$ cat config.mk
export PLATFORM = sky130hd
export DESIGN_NAME = floor_tracker
export DESIGN_NICKNAME = d
export VERILOG_FILES = /design/src/rtl/ft_pkg.sv /design/src/rtl/ft_tap_edge.sv /design/src/rtl/ft_debounce.sv /design/src/rtl/ft_floor_resolve.sv /design/src/rtl/floor_tracker.sv
export SDC_FILE = /design/constraint.sdc
export NUM_CORES = 1
export LEC_CHECK = 0
export ABC_AREA = 1
export BUFFER_PORTS_ARGS = -buffer_cell sky130_fd_sc_hd__buf_2
export CORE_MARGIN = 2
export CORE_UTILIZATION = 55
export CTS_CLUSTER_DIAMETER = 80
export DETAILED_ROUTE_END_ITERATION = 8
export HOLD_SLACK_MARGIN = 0.12
export PLACE_DENSITY = 0.75
export SETUP_SLACK_MARGIN = 0.02
export SYNTH_ARGS = -nofsm -noshare
export SYNTH_HDL_FRONTEND = slang
export SYNTH_SLANG_ARGS = --single-unit
$ cat constraint.sdc
create_clock -name clk -period 1.5 [get_ports clk]
set_clock_uncertainty 0.05 [all_clocks]
set_input_delay 0.15 -clock clk [delete_from_list [all_inputs] [get_ports clk]]
set_output_delay 0.15 -clock clk [all_outputs]
set_load 0.005 [all_outputs]
$ cat src/rtl/ft_pkg.sv
// Shared constants and types for the floor tracker.
// Assumes one sensor per floor, with sensor n mounted at floor n.
package ft_pkg;
    parameter int unsigned FT_NUM_SENS = 5;
    parameter int unsigned FT_DB_LEN   = 3;

    typedef enum logic {
        DIR_UP   = 1'b0,
        DIR_DOWN = 1'b1
    } mot_dir_e;
endpackage

$ cat src/rtl/ft_tap_edge.sv
// Turns a slow counter bit into a one-cycle sample strobe on its rising edge.
// Assumes the tap is synchronous to clk (it comes from a counter on clk).
module ft_tap_edge (
    input  logic clk,
    input  logic rst_n,
    input  logic tap_i,
    output logic strobe_o
);
    logic tap_q;

    // Remember the tap level of the previous cycle.
    always_ff @(posedge clk) begin
        if (!rst_n) tap_q <= 1'b0;
        else        tap_q <= tap_i;
    end

    assign strobe_o = tap_i & ~tap_q;


    single_strobe_chk: assert property (@(posedge clk) disable iff (!rst_n)
        strobe_o |=> !strobe_o);
endmodule

$ cat src/rtl/ft_debounce.sv
// Filters one sensor line with a short shift register clocked by a strobe.
// The output changes only when every stage agrees; mixed stages keep the output.
module ft_debounce #(
    parameter int unsigned DEPTH = 3
) (
    input  logic clk,
    input  logic rst_n,
    input  logic smp_i,
    input  logic raw_i,
    output logic clean_o
);
    logic [DEPTH-1:0] stages_q;
    logic             clean_q;

    // Shift in one raw sample per strobe.
    always_ff @(posedge clk) begin
        if (!rst_n)     stages_q <= '0;
        else if (smp_i) stages_q <= {stages_q[DEPTH-2:0], raw_i};
    end

    // Update the filtered level only on a unanimous history.
    always_ff @(posedge clk) begin
        if (!rst_n)                clean_q <= 1'b0;
        else if (&stages_q)        clean_q <= 1'b1;
        else if (stages_q == '0)   clean_q <= 1'b0;
    end

    assign clean_o = clean_q;


    no_shift_chk: assert property (@(posedge clk) disable iff (!rst_n)
        !smp_i |=> $stable(stages_q));

    rise_agree_chk: assert property (@(posedge clk) disable iff (!rst_n)
        $rose(clean_q) |-> ($past(stages_q) == {DEPTH{1'b1}}));

    fall_agree_chk: assert property (@(posedge clk) disable iff (!rst_n)
        $fell(clean_q) |-> ($past(stages_q) == {DEPTH{1'b0}}));
endmodule

$ cat src/rtl/ft_floor_resolve.sv
// Derives the floor number from the filtered sensor vector and motor status.
// Tests single bits, so zero vectors and adjacent pairs are both handled.
// Assumes bit n of the vector is the sensor at floor n.
module ft_floor_resolve #(
    parameter int unsigned NSENS   = 5,
    parameter int unsigned FLOOR_W = 3
) (
    input  logic               clk,
    input  logic               rst_n,
    input  logic [NSENS-1:0]   clean_i,
    input  logic               run_i,
    input  ft_pkg::mot_dir_e   dir_i,
    output logic [FLOOR_W-1:0] floor_o,
    output logic               at_floor_o
);
    logic [NSENS-1:0]   prev_q;
    logic [FLOOR_W-1:0] floor_q;
    logic               at_q;
    logic [FLOOR_W-1:0] lo_idx, hi_idx, pick;
    logic               cur_set;

    // Find the lowest and highest active sensor positions.
    always_comb begin
        lo_idx = '0;
        hi_idx = '0;
        for (int i = NSENS - 1; i >= 0; i--)
            if (clean_i[i]) lo_idx = FLOOR_W'(i);
        for (int i = 0; i < NSENS; i++)
            if (clean_i[i]) hi_idx = FLOOR_W'(i);
    end

    // Check whether the held floor's own sensor is still active.
    always_comb begin
        cur_set = 1'b0;
        for (int i = 0; i < NSENS; i++)
            if (floor_q == FLOOR_W'(i) && clean_i[i]) cur_set = 1'b1;
    end

    // Choose the floor from direction when moving, or from the held floor when idle.
    always_comb begin
        if (run_i)        pick = (dir_i == ft_pkg::DIR_DOWN) ? hi_idx : lo_idx;
        else if (cur_set) pick = floor_q;
        else              pick = lo_idx;
    end

    // Hold state; re-evaluate only when the vector changes to a nonzero value.
    always_ff @(posedge clk) begin
        if (!rst_n) begin
            prev_q  <= '0;
            floor_q <= '0;
            at_q    <= 1'b0;
        end else begin
            prev_q <= clean_i;
            at_q   <= |clean_i;
            if ((clean_i != prev_q) && (clean_i != '0))
                floor_q <= pick;
        end
    end

    assign floor_o    = floor_q;
    assign at_floor_o = at_q;


    blind_hold_chk: assert property (@(posedge clk) disable iff (!rst_n)
        (clean_i == '0) |=> $stable(floor_q));

    blind_flag_chk: assert property (@(posedge clk) disable iff (!rst_n)
        (clean_i == '0) |=> !at_q);

    floor_range_chk: assert property (@(posedge clk) disable iff (!rst_n)
        floor_q < FLOOR_W'(NSENS));

    steady_hold_chk: assert property (@(posedge clk) disable iff (!rst_n)
        (clean_i == prev_q) |=> $stable(floor_q));

    picked_active_chk: assert property (@(posedge clk) disable iff (!rst_n)
        ((clean_i != prev_q) && (clean_i != '0)) |=> (($past(clean_i) >> floor_q) & 1) != 0);
endmodule

$ cat src/rtl/floor_tracker.sv
// Top of the floor tracker: tap strobe, per-sensor filters, floor resolver.
// Assumes smp_tap is a bit of a free-running counter on clk.
module floor_tracker #(
    parameter int unsigned NUM_SENS = ft_pkg::FT_NUM_SENS,
    parameter int unsigned DB_LEN   = ft_pkg::FT_DB_LEN,
    localparam int unsigned FLOOR_W = (NUM_SENS > 1) ? $clog2(NUM_SENS) : 1
) (
    input  logic                clk,
    input  logic                rst_n,
    input  logic                smp_tap,
    input  logic [NUM_SENS-1:0] sens_raw,
    input  logic                mot_run,
    input  logic                mot_dir,
    output logic [FLOOR_W-1:0]  floor_idx,
    output logic                at_floor
);
    logic                smp_stb;
    logic [NUM_SENS-1:0] sens_clean;

    ft_tap_edge u_tap (
        .clk      (clk),
        .rst_n    (rst_n),
        .tap_i    (smp_tap),
        .strobe_o (smp_stb)
    );

    for (genvar g = 0; g < NUM_SENS; g++) begin : g_filt
        ft_debounce #(.DEPTH(DB_LEN)) u_db (
            .clk     (clk),
            .rst_n   (rst_n),
            .smp_i   (smp_stb),
            .raw_i   (sens_raw[g]),
            .clean_o (sens_clean[g])
        );
    end

    ft_floor_resolve #(.NSENS(NUM_SENS), .FLOOR_W(FLOOR_W)) u_res (
        .clk        (clk),
        .rst_n      (rst_n),
        .clean_i    (sens_clean),
        .run_i      (mot_run),
        .dir_i      (ft_pkg::mot_dir_e'(mot_dir)),
        .floor_o    (floor_idx),
        .at_floor_o (at_floor)
    );


    reset_state_chk: assert property (@(posedge clk)
        !rst_n |=> (floor_idx == '0 && !at_floor));
endmodule

# Word level (Yosys, flattened, before mapping)

Index checks and enable logic that the tools add are counted.

Register bits after elaboration: 30
Bits in latches: 0
Bits in writable memories: 0
ROM bits: 0
Input port bits: 10
Output and inout bits: 4
Logic and storage cells: 74
Memories: 0

Add/sub/neg operators: 0
$mul: 0
Divide/modulo/power cells: 0
$lt $le $gt $ge: 0
Eq/ne operators: 6
Shifts and indexed selects: 0
Muxes and demuxes: 27
Bitwise gates (word level): 2
Reduce and logical (&&, ||, !) cells: 25

Operators by type and width:

| cell                                           | number |
|---|---|
| two-way mux 3 bit                              | 9 |
| zero test 3 bit                                | 6 |
| two-way mux 1 bit                              | 16 |
| AND reduction 3 bit                            | 5 |
| nonzero test 2 bit                             | 5 |
| == test 3 x 2 -> 1 bit (second input constant) | 2 |
| logical AND 1 bit                              | 6 |
| inequality test 5 bit                          | 1 |
| nonzero test 5 bit                             | 1 |
| OR reduction 5 bit                             | 1 |
| two-way mux 2 bit                              | 2 |
| == test 3 x 1 -> 1 bit (second input constant) | 1 |
| == test 3 bit (second input constant)          | 1 |
| inequality test 2 bit (second input constant)  | 1 |
| AND reduction 2 bit                            | 1 |
| bitwise AND 1 bit                              | 1 |
| NOT 1 bit                                      | 1 |

# Depth between registers and ports, before layout

Gate-level depths: netlist of the first run.

Word-level depth: 9
Gate-level depth with buffers: 10
Gate-level depth less buffers: 10

# By module

Synthesis of the first run repeated with hierarchy kept, for this count alone.

Cells, all modules: 205
Area, all modules: 1,328.8 um2

Modules (own cells, without submodules):

| module           | times used | cells an instance | area each (um2) | seq. area each (um2) |
|---|---|---|---|---|
| ft_debounce      | 5          | 23                | 156.4           | 80.1 |
| ft_floor_resolve | 1          | 85                | 509.2           | 180.2 |
| ft_tap_edge      | 1          | 5                 | 37.5            | 20.0 |

# Worst setup path before layout of the first run

Ideal clock, no wire load.

Path type: register -> register
From: register g_filt[4].u_db.clean_q
To: register u_res.floor_q[0], in the netlist u_res.floor_o[0]
Setup time: 109 ps
Data arrival time: 978 ps
Data required time: 1,341 ps
Slack: 363 ps
Cell stages (with the launch flop): 10
Buffers on the path: 0
Cells stage by stage: dfxtp_1 > inv_2 > nand2_1 > nand2_1 > nor2_2 > nand3_2 > nand3_2 > nand2_1 > clkinv_1 > nor2_2

Word-level cells in the longest chain between the ends: 4

Ends and longest elaborated chain:

| item                                   | RTL line               | RTL |
|---|---|---|
| start, declared                        | ft_debounce.sv:13      | `logic clean_q;` |
| start signal, assigned                 | ft_debounce.sv:23      | `if (!rst_n) clean_q <= 1'b0;` |
| start signal, assigned                 | ft_debounce.sv:24      | `else if (&stages_q) clean_q <= 1'b1;` |
| start signal, assigned                 | ft_debounce.sv:25      | `else if (stages_q == '0) clean_q <= 1'b0;` |
| logical AND 1 bit                      | ft_floor_resolve.sv:36 | `if (floor_q == FLOOR_W'(i) && clean_i[i]) cur_set = 1'b1;` |
| two-way mux 1 bit                      | ft_floor_resolve.sv:36 |  |
| inequality test 2 bit (no source line) | n/a                    |  |
| AND reduction 2 bit (no source line)   | n/a                    |  |
| end signal, assigned                   | ft_floor_resolve.sv:56 | `floor_q <= pick;` |
| end, declared                          | ft_floor_resolve.sv:17 | `logic [FLOOR_W-1:0] floor_q;` |

Parallel ways exist; a longest one is shown, timed or not.
A chain may end at the register's enable or synchronous reset.

# Worst setup path in the final report of the first run

From: register g_filt[4].u_db.clean_q
To: register u_res.floor_q[1], in the netlist u_res.floor_o[1]

Same word-level chain as after synthesis.

==> results of run 1 <==
==> layout by cell type (no fill, tap or decap) <==
cell type,instances
dlygate4sd3_1,6
clkinv_1,5
clkbuf_1,2
o21ai_0,21
inv_2,4
nand3_1,5
o21ai_1,1
buf_4,1
inv_1,18
o211ai_1,1
nor2_2,5
nand4_1,8
nor2_1,37
clkbuf_4,5
nand2_1,35
nand3_2,2
nand2_2,1
dfxtp_1,30
xnor2_1,1
nor3_1,5
a21oi_1,1
buf_2,13
==> stage by stage <==
stage	hold WS (ns)	area [sq um]	setup WS [ns]
after global placement	0.305	1370	0.267
after global routing	0.231	1470	0.0601
final	0.223	1470	0.186
after CTS	0.195	1470	0.192
after detailed placement	0.322	1370	0.202
after floorplan	0.193	1280	0.363
==> cells in the mapped netlist <==
library cell  instances
nand2_2               1
a21oi_1               1
clkinv_1              5
o211ai_1              1
inv_2                 4
nor2_1               37
o21ai_0              21
dfxtp_1              30
inv_1                18
o21ai_1               1
clkbuf_1              3
nand4_1               8
nor2_2                5
nand2_1              35
nor3_1                5
xnor2_1               1
nand3_1               5
nand3_2               2
buf_2                 1
buf_4                 1
==> final timing paths <==
path,from,end,cells past startpoint
setup / recovery,g_filt[4].u_db.clean_o$_SDFFE_PN0P_,u_res.floor_o[1]$_SDFFE_PN0P_,9
hold / removal,rst_n,u_tap.tap_q$_SDFF_PN0_,3
setup reg to reg,g_filt[4].u_db.clean_o$_SDFFE_PN0P_,u_res.floor_o[1]$_SDFFE_PN0P_,9
hold reg to reg,g_filt[1].u_db.stages_q[2]$_SDFFE_PN0P_,g_filt[1].u_db.clean_o$_SDFFE_PN0P_,2
==> metal layers <==
layer,track usage,vias to the layer above,share of wire,wire [um]
li1,-,625,-,-
met1,0.227,533,0.44,1090
met2,0.388,16,0.50,1230
met3,0.0771,4,0.037,92
met4,0.120,0,0.021,52
met5,0,-,0,0
==> layout make-up <==
| class | instances | area, sq um |
|---|---|---|
| fill | 222 | 738 |
| clock buffer | 7 | 45.0 |
| tap | 28 | 35.0 |
| timing repair buffer | 20 | 133 |
| sequential | 30 | 601 |
| multi-input combinational | 123 | 559 |
| inverter | 27 | 101 |
==> worst max-delay path, stage by stage (launching register included) <==
cell and delay [ns]:
dfxtp_1 0.47, inv_2 0.06, nand2_1 0.06, nand2_1 0.07, nor2_2 0.12, nand3_2 0.12
nand3_2 0.12, nand2_1 0.07, clkinv_1 0.06, nor2_2 0.03
==> where the power goes <==
part | total [W] | leakage (nW) | internal [W] | switching (W)
Clock | 0.000423 | 0.0254 | 0.000176 | 0.000247
Sequential | 0.000855 | 0.245 | 0.000829 | 0.0000268
Combinational | 0.000117 | 0.451 | 0.0000514 | 0.0000658
Total | 0.00140 | 0.721 | 0.00106 | 0.000340
==> flip-flops by register name (all words and copies together), names as in the netlist <==
signal / flops
g_filt.u_db.clean_o: 5
u_res.at_floor_o: 1
u_res.floor_o: 3
u_tap.tap_q: 1
u_res.prev_q: 5
g_filt.u_db.stages_q: 15
==> cells by family (layout without fill, tap and decap cells) <==
kind of cell / after synthesis / after routing / synth area share
XOR/XNOR: 1 / 1 / 0.00682
buffers and inverters: 32 / 54 / 0.0974
AND/OR/NAND/NOR: 98 / 98 / 0.333
flip-flops: 30 / 30 / 0.467
AO/OA/AOI/OAI: 24 / 24 / 0.0954
==> results.py, run 1 <==
metrics = {
    "clocking": {
        "postCtsSetupBuffers": 0,
        "clk_pin_slew_ns": 0.09,
        "cts_max_level": 2,
        "postCtsHoldBufs": 6,
        "root_buffer": "clkbuf_4",
        "clk_latency_ns": 0.32,
        "ctsResizeCount": 0,
        "clockBufferDepth": 2,
        "cts_tree": "yes",
        "cts_buffers": 5,
        "clock-sinks": 30,
    },
    "sta": {
        "period_minus_slack_ns": 1.31,
        "min_period_over_period": 0.876,
        "finalSetupTns_ns": 0,
        "rsz0062_at_grt": "no",
        "finalSetupViolations": 0,
        "maxSlewViolCount": 0,
        "worst_pin_slew_ns": 0.443,
        "hold_violations": 0,
        "relSlewSlack": 0.705,
        "max_freq_ghz": 0.761,
    },
    "route": {
        "ant_nets": 0,
        "wl_per_cell_um": 10.5,
        "postRouteWirelength_um": 2460,
        "drtPass1Iterations": 4,
        "num_vias": 1178,
        "drt_iter0_markers": 30,
        "drc": 0,
        "drt-vias-per-instance": 5.01,
    },
    "finish": {
        "diodes": 0,
        "fin_cells": 235,
        "final_util": 0.666,
        "drive_gt1_frac": 0.150,
        "area_growth_pct": 14.7,
        "final_nets": 217,
    },
    "yosys": {
        "synth_cell_types": 20,
        "synthTopCellsByArea": "dfxtp_1 47%, nor2_1 11%, nand2_1 10%, o21ai_0 8.2%, inv_1 5.3%",
        "synth_cells": 185,
        "synth_top_area_frac": 0.467,
        "yosys_warnings": 0,
        "syn_nets": 195,
        "synth_area_sq_um": 1280,
        "synth_top_area_cell": "dfxtp_1",
        "seq_area_frac_synth": 0.467,
        "ys_ff_latch": 30,
        "syn_avg_cell_area_sq_um": 6.95,
    },
    "floorplan": {
        "initial_core_util": 0.581,
        "rows": 17,
        "die_x_um": 52.3,
        "die-area_sq_um": 2740,
        "die_h_um": 52.3,
        "io_pins": 14,
        "coreArea_sq_um": 2210,
    },
    "placed_design": {
        "numPortBuffers": 13,
        "dp.cells": 222,
        "hpwl_um": 1770,
        "gp_congestion": 0.792,
    },
    "critical_path": {
        "cp-start-kind": "flop",
        "worstSetupPathType": "flop to flop",
        "reg2reg_slack_ns": 0.19,
        "cp.required_ns": 1.68,
        "cp-end-kind": "flop",
        "worst-endpoint-arrival_ns": 1.49,
        "cp_max_fo": 7,
    },
    "global_route": {
        "grt_max_degree": 31,
        "gr-total-overflow": 0,
        "grtUsageTotal": 0.221,
        "grt_pass1_vias": 1084,
        "antenna_found_initial": 0,
        "grt_pass1_wl_um": 4280,
    },
    "flow_run": {
        "maxCapViolCount": 0,
    },
    "status": {
        "status": "finished clean",
    },
    "power_and_ir_drop": {
        "p_per_area_nw_per_um2": 947,
        "power_leakage_nw": 0.721,
        "vdd_drop_max_uv": 680,
        "power_w": 0.00140,
    },
    "hold_path": {
        "hold_path.class": "input port to flop",
    },
}
Power figures use the tool's default switching activity.
==> run 2, diff against run 1 <==
--- a/config.mk
+++ b/config.mk
@@ -6,13 +6,14 @@
 export NUM_CORES = 1
 export LEC_CHECK = 0
 export ABC_AREA = 1
+export ABC_CLOCK_PERIOD_IN_PS = 1200
 export BUFFER_PORTS_ARGS = -buffer_cell sky130_fd_sc_hd__buf_2
 export CORE_MARGIN = 2
-export CORE_UTILIZATION = 55
+export CORE_UTILIZATION = 50
 export CTS_CLUSTER_DIAMETER = 80
 export DETAILED_ROUTE_END_ITERATION = 8
 export HOLD_SLACK_MARGIN = 0.12
-export PLACE_DENSITY = 0.75
+export PLACE_DENSITY = 0.72
 export SETUP_SLACK_MARGIN = 0.02
 export SYNTH_ARGS = -nofsm -noshare
 export SYNTH_HDL_FRONTEND = slang
==> constraint.sdc (replaced) <==
create_clock -name clk -period 1.2 [get_ports clk]
set_clock_uncertainty 0.05 [all_clocks]
set_input_delay 0.12 -clock clk [delete_from_list [all_inputs] [get_ports clk]]
set_output_delay 0.12 -clock clk [all_outputs]
set_load 0.005 [all_outputs]
==> results.py, run 2 (synthesis gave the netlist of run 1 again) <==
metrics = {
    "placed_design": {
        "dp_worst_setup_slack_ns": -0.0760,
        "gp_congestion": 0.825,
        "hpwl_um": 1710,
        "numPortBuffers": 13,
    },
    "sta": {
        "min_period_over_period": 1.01,
        "rsz0062_at_grt": "yes",
        "relSlewSlack": 0.711,
        "worst_pin_slew_ns": 0.433,
        "period_minus_slack_ns": 1.21,
        "finalSetupTns_ns": -0.00682,
        "maxSlewViolCount": 0,
        "max_freq_ghz": 0.829,
        "final.setup.worst_slack_ns": -0.00682,
        "hold_violations": 0,
        "finalSetupViolations": 1,
    },
    "global_route": {
        "gr-total-overflow": 0,
        "grt_pass1_vias": 1024,
        "grt_max_degree": 31,
        "grtUsageTotal": 0.198,
        "antenna_found_initial": 0,
        "grt_pass1_wl_um": 4110,
    },
    "critical_path": {
        "cp-start-kind": "flop",
        "reg2reg_from": "g_filt[1].u_db.clean_o$_SDFFE_PN0P_",
        "worstSetupPathType": "flop to flop",
        "cp-end-kind": "flop",
        "cp_max_fo": 5,
        "worst-endpoint-arrival_ns": 1.38,
        "cp.required_ns": 1.38,
        "critPathLaunch": "g_filt[1].u_db.clean_o$_SDFFE_PN0P_",
    },
    "clocking": {
        "clock-sinks": 30,
        "clockBufferDepth": 2,
        "clk_pin_slew_ns": 0.09,
        "cts_max_level": 2,
        "clk_latency_ns": 0.32,
        "cts_buffers": 5,
        "cts_tree": "yes",
        "root_buffer": "clkbuf_4",
    },
    "route": {
        "drt_iter0_markers": 17,
        "drt-vias-per-instance": 4.84,
        "drtPass1Iterations": 4,
        "num_vias": 1171,
        "ant_nets": 0,
        "drc": 0,
        "postRouteWirelength_um": 2470,
        "wl_per_cell_um": 10.2,
    },
    "floorplan": {
        "die_x_um": 54.7,
        "rows": 18,
        "coreArea_sq_um": 2450,
        "io_pins": 14,
        "die_h_um": 54.7,
        "die-area_sq_um": 2990,
        "initial_core_util": 0.523,
    },
    "status": {
        "violations": "negative setup slack",
        "status": "complete, but fails checks",
    },
    "hold_path": {
        "hold_path.class": "input port to flop",
        "hold_start": "rst_n",
    },
    "finish": {
        "area_growth_pct": 22.7,
        "largest_reg_flops": 15,
        "largest_register": "g_filt.u_db.stages_q",
        "final_nets": 221,
        "layout_common_cells": "35 x nor2_1, 30 x nand2_1, 23 x dfxtp_1",
        "final_common_cell": "nor2_1",
        "drive_gt1_frac": 0.269,
        "diodes": 0,
    },
    "power_and_ir_drop": {
        "vdd_drop_max_uv": 1030,
        "p_per_area_nw_per_um2": 1160,
        "power_leakage_nw": 0.769,
        "power_w": 0.00183,
    },
    "flow_run": {
        "maxCapViolCount": 0,
    },
}
-- run 2: cell count changes in the layout (fill, tap and decap cells not counted), moves of 4 or more --
cell      change
nand2_2       +5
dfxtp_1       -7
nand2_1       -5
dfxtp_4       +4
buf_4         +4
clkinv_2      +4
-- run 2: metrics by stage --
| step | cells | instance area (sq um) | hold WS (ns) | utilization |
|---|---|---|---|---|
| global placement | 226 | 1390 | 0.275 | 0.565 |
| finish | 242 | 1580 | 0.180 | 0.642 |
| global route | 242 | 1580 | 0.214 | 0.642 |
| detailed placement | 226 | 1390 | 0.289 | 0.565 |
| CTS | 242 | 1570 | 0.165 | 0.639 |
| floorplan | 185 | 1280 | 0.163 | - |
-- run 2: per-layer routing --
metal  part of all wire  up-vias  track usage
met5                  0        -            0
met3              0.036        3       0.0738
met4              0.010        0       0.0750
met1               0.45      514        0.207
met2               0.51       18        0.355
li1                   -      636            -
-- run 2: worst paths after layout --
kind | cells after the start | slack [ns] | to
min reg2reg | 2 | 0.44 | g_filt[3].u_db.clean_o$_SDFFE_PN0P_
max | 9 | -0.007 | u_res.floor_o[2]$_SDFFE_PN0P_
min | 3 | 0.18 | u_tap.tap_q$_SDFF_PN0_
max reg2reg | 9 | -0.007 | u_res.floor_o[2]$_SDFFE_PN0P_
-- run 2: worst max-delay path, stage by stage (launching register included) --
cell,delay [ns]
dfxtp_4,0.39
inv_4,0.04
nand2_2,0.05
nand2_2,0.05
nor2_2,0.11
nand3_2,0.14
nand3_4,0.13
nand2_2,0.07
clkinv_2,0.05
nor2_2,0.03
-- run 2: area by class of cell --
| class | instances | area [sq um] |
|---|---|---|
| Clock buffer | 7 | 55.1 |
| Multi-Input combinational cell | 123 | 589 |
| Timing Repair Buffer | 24 | 163 |
| Inverter | 27 | 108 |
| Clock inverter | 1 | 5.00 |
| Tap cell | 30 | 37.5 |
| Sequential cell | 30 | 619 |
| Fill cell | 241 | 878 |
-- run 2: timing repair --
action | in CTS | in global routing
endpoints found under the setup margin | 3 | 3
pin swaps | 8 | 9
gates resized for setup | 22 | 5
hold endpoints to repair | 6 | 0
setup buffers | 2 | 0
hold buffers | 6 | 0
-- run 2: power breakdown --
part | internal (W) | switching, W | total (W)
Combinational | 0.0000680 | 0.0000837 | 0.000152
Sequential | 0.00103 | 0.0000334 | 0.00106
Clock | 0.000284 | 0.000330 | 0.000614
